<file path="src/rtl/hbs_pkg.sv">
`timescale 1ns/1ps
package hbs_pkg;

    localparam int AXIS_W   = 2;
    localparam int MAX_AXES = 4;
    localparam int DATA_W   = 16;

    typedef enum logic {
        BUS_ACK   = 1'b0,
        BUS_SPLIT = 1'b1
    } bus_mode_e;

    // Bundle of host control pins, carried through the synchroniser.
    typedef struct packed {
        logic cs_n;
        logic ds_n;
        logic rd_n;
        logic wr_n;
        logic rnw;
    } pins_t;

    localparam pins_t PINS_IDLE = '{cs_n: 1'b1, ds_n: 1'b1, rd_n: 1'b1, wr_n: 1'b1, rnw: 1'b1};

    typedef struct packed {
        logic              hit;
        logic [AXIS_W-1:0] axis;
    } axis_sel_t;

    function automatic logic axis_in_range(input logic [AXIS_W-1:0] axis, input int lim);
        return int'(axis) < lim;
    endfunction

endpackage

</file>
<file path="src/rtl/hbs_sync.sv">
`timescale 1ns/1ps
module hbs_sync #(
    parameter int                 WIDTH   = 5,
    parameter int                 STAGES  = 2,
    parameter logic [WIDTH-1:0]   RST_VAL = '1
) (
    input  logic             clk,
    input  logic             rst,
    input  logic [WIDTH-1:0] d,
    output logic [WIDTH-1:0] q
);
    logic [WIDTH-1:0] stage [STAGES];

    for (genvar i = 0; i < STAGES; i++) begin : g_stage
        if (i == 0) begin : g_first
            always_ff @(posedge clk) begin
                if (rst) stage[i] <= RST_VAL;
                else     stage[i] <= d;
            end
        end else begin : g_next
            always_ff @(posedge clk) begin
                if (rst) stage[i] <= RST_VAL;
                else     stage[i] <= stage[i-1];
            end
        end
    end

    assign q = stage[STAGES-1];
endmodule

</file>
<file path="src/rtl/hbs_decode.sv">
`timescale 1ns/1ps
module hbs_decode
    import hbs_pkg::*;
#(
    parameter int NUM_AXES = 3,
    parameter int OFFS_W   = 5,
    localparam int ADDR_W  = OFFS_W + AXIS_W
) (
    input  logic [ADDR_W-1:0] addr,
    output axis_sel_t         sel,
    output logic [OFFS_W-1:0] offs
);
    always_comb begin
        sel.axis = addr[ADDR_W-1 -: AXIS_W];
        sel.hit  = axis_in_range(sel.axis, NUM_AXES);
        offs     = addr[OFFS_W-1:0];
    end
endmodule

</file>
<file path="src/rtl/hbs_ack_timer.sv">
`timescale 1ns/1ps
module hbs_ack_timer #(
    parameter int DELAY   = 2,
    localparam int CNT_W  = $clog2(DELAY + 1)
) (
    input  logic clk,
    input  logic rst,
    input  logic strobe_act,
    output logic ack_q
);
    logic [CNT_W-1:0] cnt;

    always_ff @(posedge clk) begin
        if (rst || !strobe_act) begin
            cnt   <= '0;
            ack_q <= 1'b0;
        end else if (cnt < CNT_W'(DELAY - 1)) begin
            cnt   <= cnt + CNT_W'(1);
        end else begin
            ack_q <= 1'b1;
        end
    end
endmodule

</file>
<file path="src/rtl/hbs_host_slave.sv">
`timescale 1ns/1ps
module hbs_host_slave
    import hbs_pkg::*;
#(
    parameter int NUM_AXES    = 3,
    parameter int OFFS_W      = 5,
    parameter int SYNC_STAGES = 2,
    parameter int ACK_DELAY   = 2,
    localparam int ADDR_W     = OFFS_W + AXIS_W
) (
    input  logic              clk,
    input  logic              rst,
    input  logic              mode_sel,
    input  logic              cs_n,
    input  logic              rnw,
    input  logic              ds_n,
    input  logic              rd_n,
    input  logic              wr_n,
    input  logic [ADDR_W-1:0] addr,
    input  logic [DATA_W-1:0] hd_in,
    output logic [DATA_W-1:0] hd_out,
    output logic              hd_oe,
    output logic              ack_n,
    output logic              rf_rd_en,
    output logic              rf_wr_en,
    output logic [AXIS_W-1:0] rf_axis,
    output logic [OFFS_W-1:0] rf_offs,
    output logic [DATA_W-1:0] rf_wdata,
    input  logic [DATA_W-1:0] rf_rdata
);
    bus_mode_e mode;
    pins_t     pins_raw, pins_s;
    logic      cs_s;

    assign mode     = bus_mode_e'(mode_sel);
    assign pins_raw = '{cs_n: cs_n, ds_n: ds_n, rd_n: rd_n, wr_n: wr_n, rnw: rnw};

    hbs_sync #(
        .WIDTH  ($bits(pins_t)),
        .STAGES (SYNC_STAGES),
        .RST_VAL(PINS_IDLE)
    ) u_sync (
        .clk(clk), .rst(rst), .d(pins_raw), .q(pins_s)
    );

    assign cs_s = pins_s.cs_n;

    // Qualified strobe levels, one per handshake path
    logic act_ack, act_rd, act_wr;
    logic act_ack_d, act_rd_d, act_wr_d;

    assign act_ack = (mode == BUS_ACK)   && !pins_s.cs_n && !pins_s.ds_n;
    assign act_rd  = (mode == BUS_SPLIT) && !pins_s.cs_n && !pins_s.rd_n;
    assign act_wr  = (mode == BUS_SPLIT) && !pins_s.cs_n && !pins_s.wr_n;

    always_ff @(posedge clk) begin
        if (rst) begin
            act_ack_d <= 1'b0;
            act_rd_d  <= 1'b0;
            act_wr_d  <= 1'b0;
        end else begin
            act_ack_d <= act_ack;
            act_rd_d  <= act_rd;
            act_wr_d  <= act_wr;
        end
    end

    logic ack_start, rd_go, wr_go_now, wr_go_held;
    assign ack_start  = act_ack && !act_ack_d;
    assign rd_go      = (ack_start && pins_s.rnw) || (act_rd && !act_rd_d);
    assign wr_go_now  = ack_start && !pins_s.rnw;
    assign wr_go_held = act_wr_d && !act_wr;

    // Address decode of the live bus
    axis_sel_t         sel_now;
    logic [OFFS_W-1:0] offs_now;

    hbs_decode #(.NUM_AXES(NUM_AXES), .OFFS_W(OFFS_W)) u_dec (
        .addr(addr), .sel(sel_now), .offs(offs_now)
    );

    // Split-mode write holding register: tracks the bus while the strobe is low
    axis_sel_t         hold_sel;
    logic [OFFS_W-1:0] hold_offs;
    logic [DATA_W-1:0] hold_data;

    always_ff @(posedge clk) begin
        if (rst) begin
            hold_sel  <= '0;
            hold_offs <= '0;
            hold_data <= '0;
        end else if (act_wr) begin
            hold_sel  <= sel_now;
            hold_offs <= offs_now;
            hold_data <= hd_in;
        end
    end

    // Request register toward the register file
    logic rd_pend_q, rd_hit_q;

    always_ff @(posedge clk) begin
        if (rst) begin
            rf_rd_en  <= 1'b0;
            rf_wr_en  <= 1'b0;
            rf_axis   <= '0;
            rf_offs   <= '0;
            rf_wdata  <= '0;
            rd_pend_q <= 1'b0;
            rd_hit_q  <= 1'b0;
        end else begin
            rf_rd_en  <= rd_go && sel_now.hit;
            rf_wr_en  <= (wr_go_now && sel_now.hit) || (wr_go_held && hold_sel.hit);
            rd_pend_q <= rd_go;
            if (rd_go) rd_hit_q <= sel_now.hit;
            if (rd_go || wr_go_now) begin
                rf_axis  <= sel_now.axis;
                rf_offs  <= offs_now;
                rf_wdata <= hd_in;
            end else if (wr_go_held) begin
                rf_axis  <= hold_sel.axis;
                rf_offs  <= hold_offs;
                rf_wdata <= hold_data;
            end
        end
    end

    // Read data capture: out-of-window reads return zero
    logic [DATA_W-1:0] rdata_q;

    always_ff @(posedge clk) begin
        if (rst)            rdata_q <= '0;
        else if (rd_pend_q) rdata_q <= rd_hit_q ? rf_rdata : '0;
    end

    // Acknowledge timing
    logic ack_q;

    hbs_ack_timer #(.DELAY(ACK_DELAY)) u_ack (
        .clk(clk), .rst(rst), .strobe_act(act_ack), .ack_q(ack_q)
    );

    assign ack_n  = !(ack_q && act_ack);
    assign hd_out = rdata_q;
    assign hd_oe  = (act_ack && pins_s.rnw) || act_rd;

endmodule

</file>
<file path="config.mk">
export PLATFORM = sky130hd
export DESIGN_NAME = hbs_host_slave
export DESIGN_NICKNAME = d
export VERILOG_FILES = /design/src/rtl/hbs_pkg.sv /design/src/rtl/hbs_sync.sv /design/src/rtl/hbs_decode.sv /design/src/rtl/hbs_ack_timer.sv /design/src/rtl/hbs_host_slave.sv
export SDC_FILE = /design/constraint.sdc
export NUM_CORES = 1
export LEC_CHECK = 0
export ABC_AREA = 1
export CAP_MARGIN = 10
export CORE_MARGIN = 2
export CORE_UTILIZATION = 60
export CTS_CLUSTER_DIAMETER = 80
export DETAILED_ROUTE_END_ITERATION = 7
export DONT_BUFFER_PORTS = 1
export PLACE_DENSITY = 0.8
export SYNTH_ARGS = -nofsm -noshare
export SYNTH_HDL_FRONTEND = slang
export SYNTH_SLANG_ARGS = --single-unit
</file>
<file path="constraint.sdc">
create_clock -name clk -period 1.7 [get_ports clk]
set_clock_uncertainty 0.05 [all_clocks]
set_input_delay 0.17 -clock clk [delete_from_list [all_inputs] [get_ports clk]]
set_output_delay 0.17 -clock clk [all_outputs]
set_load 0.03 [all_outputs]
</file>
**Word level (Yosys, flattened, before mapping)**

Memories as Yosys holds them, arrays and structs flattened.
Cells that the tools add are included.

- Bits in writable memories: 10
- Memories: 1
- Bits of input ports: 47
- Word-level logic and storage cells: 67
- Register bits: 73
- Memory bits (read-only): 0
- Bits in latches: 0
- Output and inout port bits: 43

Memories:

| memory | words | width | read ports | clocked after memory_dff | wr ports | line | text |
|---|---|---|---|---|---|---|---|
| u_sync.stage | 2 | 5 | 2 | 0 | 2 | hbs_sync.sv:12 | `logic [WIDTH-1:0] stage [STAGES];` |

- Eq/ne operators: 0
- Divide/modulo/power cells: 0
- Bitwise gates (word level): 3
- $add $sub $neg: 1
- Multipliers: 0
- Multiplexer cells: 12
- Magnitude comparators: 2
- Reductions and logical operators: 31
- Shifts and indexed selects: 0

Operators by type and width:

| kind | count |
|---|---|
| 16-bit 2-to-1 mux | 3 |
| 5-bit 2-to-1 mux | 4 |
| 1-bit logical AND | 15 |
| 1-bit zero test | 10 |
| 1-bit logical OR | 5 |
| 2-bit 2-to-1 mux | 2 |
| 1-bit 2-to-1 mux | 3 |
| 2-bit by 1-bit adder with 2-bit output, second input constant | 1 |
| 2-bit by 1-bit < comparator with 1-bit output, second input constant | 1 |
| 2-bit < comparator, second input constant | 1 |
| 1-bit bitwise OR | 2 |
| 2-bit nonzero test | 1 |
| 1-bit NOT | 1 |

**Logic depth before layout (Yosys ltp)**

Gate-level depths: netlist of the first run.

- Word-level depth: 8
- Gate-level depth with buffers: 8
- Gate-level depth less buffers: 6

**Hierarchy**

Synthesis of the first run repeated with hierarchy kept, for this count alone.

- Cells, all modules: 478
- Area total of the unflattened synthesis: 3508.4 um^2

Modules (own cells, without submodules):

| module | cells each | times used | area an instance (um^2) |
|---|---|---|---|
| hbs_host_slave | 421 | 1 | 3041.7 |
| hbs_sync | 31 | 1 | 279.0 |
| hbs_ack_timer | 18 | 1 | 131.4 |
| hbs_decode | 8 | 1 | 56.3 |

**Least setup slack after synthesis of the first run**

No wires, ideal clock.

- Path kind: register to output
- Start point: memory u_sync.stage[1][4]
- End point: output hd_oe
- Cell stages (with the launch flop): 4
- Arrival time: 1.242 ns
- Buffers on the path: 0
- Path slack: 0.238 ns
- Cell sequence: dfxtp_1 > nor2_1 > nand2_1 > o21ai_0

RTL lines:

| item | line | text |
|---|---|---|
| start, declared | hbs_sync.sv:12 |  |
| end, declared | hbs_host_slave.sv:22 | `output logic hd_oe,` |

==> metrics.md, run 1 <==
| Metric | Value |
|---|---|
| Outcome | finished, final reports clean |
| Multiplexer share of the synthesized area | 0% |
| Worst VDD drop | 0.636 mV |
| I/O pin count | 90 |
| Die ar. | between 0.006 and 0.007 mm² |
| Met2 track demand over resource | between 40% and 50% |
| Final Slew Violations | 0 |
| First-pass GRT wire length | 13400 µm |
| # fillers | 416 |
| Die Ht | 79.4 µm |
| GRT busiest layer | met2 |
| Residual DRC count | 0 |
| Sequential share of the synthesized area | approximately 49% |
| Synth warn | 0 |
| WS Path Type | flop to output port |
| All-Layer GR Usage | approximately 27% |
| Fin crit share | between 90% and 100% |
| Setup Slack @ Placement | 0.235 ns |
| Max frequency | 623 MHz |
| P&R area growth vs syn | 20.7% |
| RSZ-0062 raised after global routing | false |
| Drt first pass iters | 5 |
| Cell Chain, Critical Path | nor2_1, nand2_1, o21ai_0, buf_4 |
| Initial Utilization | roughly 62% |
| Pwr dens | 887 mW/mm² |
| Seq cells post-synth | 83 |
| Chip width | roughly 79 µm |
| Clk pin slew, worst setup/hold paths | 0.08 ns |
| Leak pwr | between 1.5 and 2 nW |
| Compound-cell area share of the yosys netlist | 13.7% |
| Post-DP HPWL | approximately 4700 µm |
| Post-Route WL | 8260 µm |
| Hold WC Path Type | primary input to flop |
| Post-Syn Area | between 0.003 and 0.004 mm² |
| Crit-path slowest cell | dfxtp_1 |
| Root Buffer | clkbuf_8 |
| Gpl congestion | about 0.74 |
| Overflow after GRT | 0 |
| CTS tree | done |
| Worst Path Arrival | ~1.4 ns |
| Final Hold Vio Count | 0 |
| Initial antenna violation count | 0 |
| Minimum clock period | about 1.6 ns |
| Post-Synth Adder-Cell Area | 0.366% |
| Synth Area in Simple Gates | 25.2% |
| CP required | between 1 and 1.5 ns |
| FP Rows | 27 |
| Finish-stage setup viols | 0 |
| Total negative slack | 0 ns |
| CTS Buffer Depth | 2 |
| Biggest cell delay along the critical path | around 0.32 ns |
| Final setup margin | 0.0958 ns |
| H-tree depth | 3 |
| Final Net Count | roughly 540 |
| Routed len/inst | 14.6 µm |
| Drt via density | ~5.6 |
| Avg Cell Area, Syn | 7.46 µm² |
| Element type at the critical path end | output port |
| DRT antenna net count | 0 |
| Largest family of logic cells by synthesized area | simple AND/OR/NAND/NOR gates |
| Met1 Use GR | between 30 and 40% |
| Num CTS Buffers | 9 |
| Worst-skew pair later-pin latency | 0.34 ns |
| Max-slew headroom | approximately 75% |
| Antenna Cells | 0 |
| XOR/XNOR Fraction of Synth Area | 0% |
| Worst slew pin tran | approximately 0.37 ns |
| Pin count of the biggest net entering global routing | 55 |
| Met3 usage | 7.13% |
| Post-synthesis cell type count | 16 |
| Core footprint | 0.00551 mm² |
| Port bufs | 0 |
| Clk sinks | just over 80 |
| Share of cells above drive strength 1 | ~9% |
| Mapped Cells | about 460 |
| Startpoint types | flop |
| Vias in the first global route | approximately 2900 |
| DR vias | ~3200 |
| Initial DRC Count | roughly 270 |
| Crit-path max FO | 3 |
| Synthesized net count | 506 |
| Max Cap Viol | 0 |
-- layer usage --
layer	routed length, µm	up-vias
met5	0	-
met4	123	0
met2	4010	134
met3	700	18
li1	-	1556
met1	3430	1453
-- cells in the final DEF, fill, tap and decap left out --
cell           netlist  layout
a21oi_1             66      66
buf_12               0       4
buf_4                6       9
bufinv_16            0       1
clkbuf_8             0      12
clkinv_2             0       2
clkinvlp_4           0       2
dfxtp_1             83      82
dfxtp_2              0       1
dlygate4sd3_1        0      43
ha_1                 1       1
inv_1               61      60
nand2_1             70      70
nand3_1             67      66
nand3_2              0       1
nand3b_2             1       1
nand4_1             24      24
nor2_1              10      10
o21ai_0             26      26
o21ai_2              1       1
or2_2               10      10
-- cells in the mapped netlist --
library cell   n  area, µm²
ha_1           1       12.5
o21ai_0       26        130
nand3_1       67        335
buf_2         14       70.1
nand2_1       70        263
or2_2         10       62.6
o21ai_2        1       8.76
buf_4          6       45.0
clkbuf_1      17       63.8
nor2_1        10       37.5
nand4_1       24        150
inv_1         61        229
a21oi_1       66        330
nand3b_2       1       11.3
buf_1          1       3.75
dfxtp_1       83       1660
-- area by class of cell --
type / count / area, µm² / share of cell area (%)
clock buffer: 12 / 165 / 4.01
clock inverter: 4 / 47.5 / 1.15
tap: 72 / 90.1 / 2.19
timing repair buffer: 56 / 578 / 14.0
multi-input combinational: 276 / 1350 / 32.7
inverter: 61 / 233 / 5.64
sequential: 83 / 1660 / 40.3
-- state kept, by name, summed over array words and instances, names as in the netlist --
name	cells
act_ack_d	1
act_rd_d	1
act_wr_d	1
hd_out	16
hold_data	16
hold_offs	5
hold_sel	3
rd_hit_q	1
rd_pend_q	1
rf_axis	2
rf_offs	5
rf_rd_en	1
rf_wdata	16
rf_wr_en	1
u_ack.ack_q	1
u_ack.cnt	2
u_sync.stage	10
-- path summary, 6_finish.rpt --
check	from	to	slack, ns	cells past startpoint
worst min-delay path	addr[5]	rf_axis[0]	0.007	4
worst max-delay path	u_sync.stage[1][4]	hd_oe	0.1	4
worst max register to register	rd_pend_q	hd_out[2]	0.11	4
worst min register to register	u_sync.stage[0][2]	u_sync.stage[1][2]	0.36	1
-- stage by stage --
stage          instances  total power [mW]  utilization [%]  area, µm²  hold WS [ns]
3_5_place_dp         504              2.13             62.7       3450         0.197
4_1_cts              564              3.67             74.8       4120      0.000107
2_1_floorplan        458              2.12                -       3410         0.224
3_3_place_gp         504              2.12             62.7       3450         0.195
6_report             564              3.66             74.9       4120       0.00705
5_1_grt              564              3.80             74.9       4120       0.00104
-- timing repair --
action,in CTS,in global routing
setup buffers,0,0
endpoints found under the hold margin,75,0
resized for setup,0,2
setup endpoints to repair,0,1
hold buffers,44,0
-- where the power goes --
group	leakage [nW]	switching, mW	internal [mW]
clock	0.108	0.674	0.794
sequential	0.672	0.0285	1.97
combinational	0.855	0.0914	0.104
-- kinds of logic (layout without fill, tap and decap cells) --
logic type / Yosys count / count (layout)
simple gates: 182 / 182
compound gates: 93 / 93
fa+ha+maj: 1 / 1
flops: 83 / 83
buf+inv: 99 / 133
-- critical path, delay by kind of cell, from the launching register on --
kind                   cells  cell delay, ns
buffers and inverters      1            0.21
AO/OA/AOI/OAI              1            0.22
flip-flops                 1            0.32
AND/OR/NAND/NOR            2            0.31
No activity file was read; power rests on OpenSTA's default activity.
==> inputs of run 2 (changes only) <==
Settings changed: CORE_ASPECT_RATIO set to 0.5.
==> run 2 against run 1 <==
Critical path depth did not move. Worst setup slack got worse by 0.026 ns. Maximum frequency fell by 1.6%. Cell area fell by 0.30%. Largest cell class unchanged. Largest power group is now clock.
==> metrics.md, run 2 (synthesis results as in run 1) <==
| Metric | Value |
|---|---|
| Outcome | finished, final reports clean |
| Chip width | between 100 and 150 µm |
| Hold WC Path Type | primary input to flop |
| FP Rows | 19 |
| Startpoint types | flop |
| Final Slew Violations | 0 |
| Gpl congestion | between 0.8 and 0.9 |
| Finished Layout Cells | approximately 560 |
| Initial antenna violation count | 0 |
| Drt first pass iters | 5 |
| Area post-placement | 0.00344 mm² |
| Most common cell after layout, fill and taps aside | dfxtp_1 |
| H-tree depth | 3 |
| CTS tree | done |
| Leak pwr | approximately 1.6 nW |
| Worst slew pin tran | between 0.7 and 0.8 ns |
| All-Layer GR Usage | about 28% |
| Final Net Count | 525 |
| Post-Route WL | roughly 8600 µm |
| Hold Path Depth | 2 |
| Setup Fix Bufs, Post-CTS | 0 |
| Final hold slack | ~0.011 ns |
| Pwr dens | roughly 1000 mW/mm² |
| DR vias | 3151 |
| Design area | 0.00411 mm² |
| CTS Buffer Depth | 2 |
| Post-DP HPWL | 4960 µm |
| Max frequency | roughly 610 MHz |
| Core footprint | approximately 0.0055 mm² |
| P&R area growth vs syn | 20.4% |
| Met3 usage | 8.71% |
| Overflow after GRT | 0 |
| Final Power | between 4 and 5 mW |
| Share of cells above drive strength 1 | roughly 9.1% |
| Worst Reg-to-Reg Cells | 4 |
| Initial DRC Count | around 340 |
| Fin crit share | a little over nine tenths |
| Max-slew headroom | between 40% and 50% |
| Clk sinks | just over 80 |
| Pin count of the biggest net entering global routing | 55 |
| Final setup margin | 0.0696 ns |
| Drt via density | around 5.7 |
| Worst-skew pair later-pin latency | between 0.3 and 0.4 ns |
| Residual DRC count | 0 |
| Worst Path Arrival | 1.86 ns |
| Placed cell count | between 500 and 600 |
| Port bufs | 0 |
| Num CTS Buffers | 9 |
| Crit-path max FO | 16 |
| CP required | approximately 1.9 ns |
| Max Cap Viol | 0 |
| Initial Utilization | a little over 60% |
| Die Ht | 57.3 µm |
| RSZ-0062 raised after global routing | false |
| Worst VDD drop | a little over 0.8 mV |
| Minimum clock period | 1.63 ns |
| Most frequent cells in the layout | dfxtp_1 (82), nand2_1 (70), nand3_1 (66), a21oi_1 (66), inv_1 (61) |
| Clk pin slew, worst setup/hold paths | around 0.060 ns |
| I/O pin count | 90 |
| Total negative slack | 0 ns |
| Root Buffer | clkbuf_16 |
| DRT antenna net count | 0 |
| WS Path Type | flop to flop |
| Vias in the first global route | ~3000 |
| Routed len/inst | between 15 and 20 µm |
| Final Util | between 70% and 80% |
| Met2 track demand over resource | between 40 and 50% |
| Die ar. | between 0.006 and 0.007 mm² |
| Antenna Cells | 0 |
| GRT busiest layer | met2 |
| Final Hold Vio Count | 0 |
| Met1 Use GR | 34.3% |
| Element type at the critical path end | flop |
| Finish-stage setup viols | 0 |
| Setup Slack @ Placement | around 0.25 ns |
| First-pass GRT wire length | 14200 µm |
[run 2: cell types whose count changed in the layout (fill, tap and decap cells not counted), sizes merged]
| cell | previous run | this run |
|---|---|---|
| bufinv | 1 | 2 |
| buf | 13 | 14 |
| clkbuf | 12 | 11 |
| clkinvlp | 2 | 1 |
| dlygate4sd3 | 43 | 32 |
| clkinv | 2 | 1 |
| inv | 60 | 62 |
[run 2: path summary, 6_finish.rpt]
check,endpoint,slack [ns],from
max reg2reg,hd_out[1],0.07,rd_pend_q
min reg2reg,u_sync.stage[1][0],0.36,u_sync.stage[0][0]
min,hold_offs[0],0.01,addr[0]
max,hd_out[1],0.07,rd_pend_q
[run 2: worst max-delay path, stage by stage, from the launching register on]
cell and delay [ns]:
dfxtp_1 0.31, inv_1 0.35, nand2_1 0.14, a21oi_1 0.17, dlygate4sd3_1 0.55
[run 2: layer usage]
layer	share of wire (%)	wire [µm]
met1	42	3590
met2	49	4220
met3	8.1	701
met4	1.2	107
met5	0	0
[run 2: layout make-up]
| class | count | area (µm²) |
|---|---|---|
| clock buffer | 11 | 243 |
| inverter | 61 | 229 |
| fill | 396 | 1380 |
| clock inverter | 5 | 85.1 |
| multi-input combinational | 276 | 1350 |
| sequential | 83 | 1660 |
| timing repair buffer | 46 | 450 |
| tap | 73 | 91.3 |
[run 2: timing repair]
item                                    4_1_cts  5_1_grt
hold buffers                                 33        0
hold endpoints to repair                     67        0
endpoints found under the setup margin        0        2
gates resized for setup                       0        2
[run 2: power by group]
part	switching [mW]	total (mW)	internal [mW]	leakage [nW]
Combinational	0.0876	0.173	0.0856	0.800
Clock	0.782	2.12	1.33	0.156
Sequential	0.0290	2.00	1.97	0.672
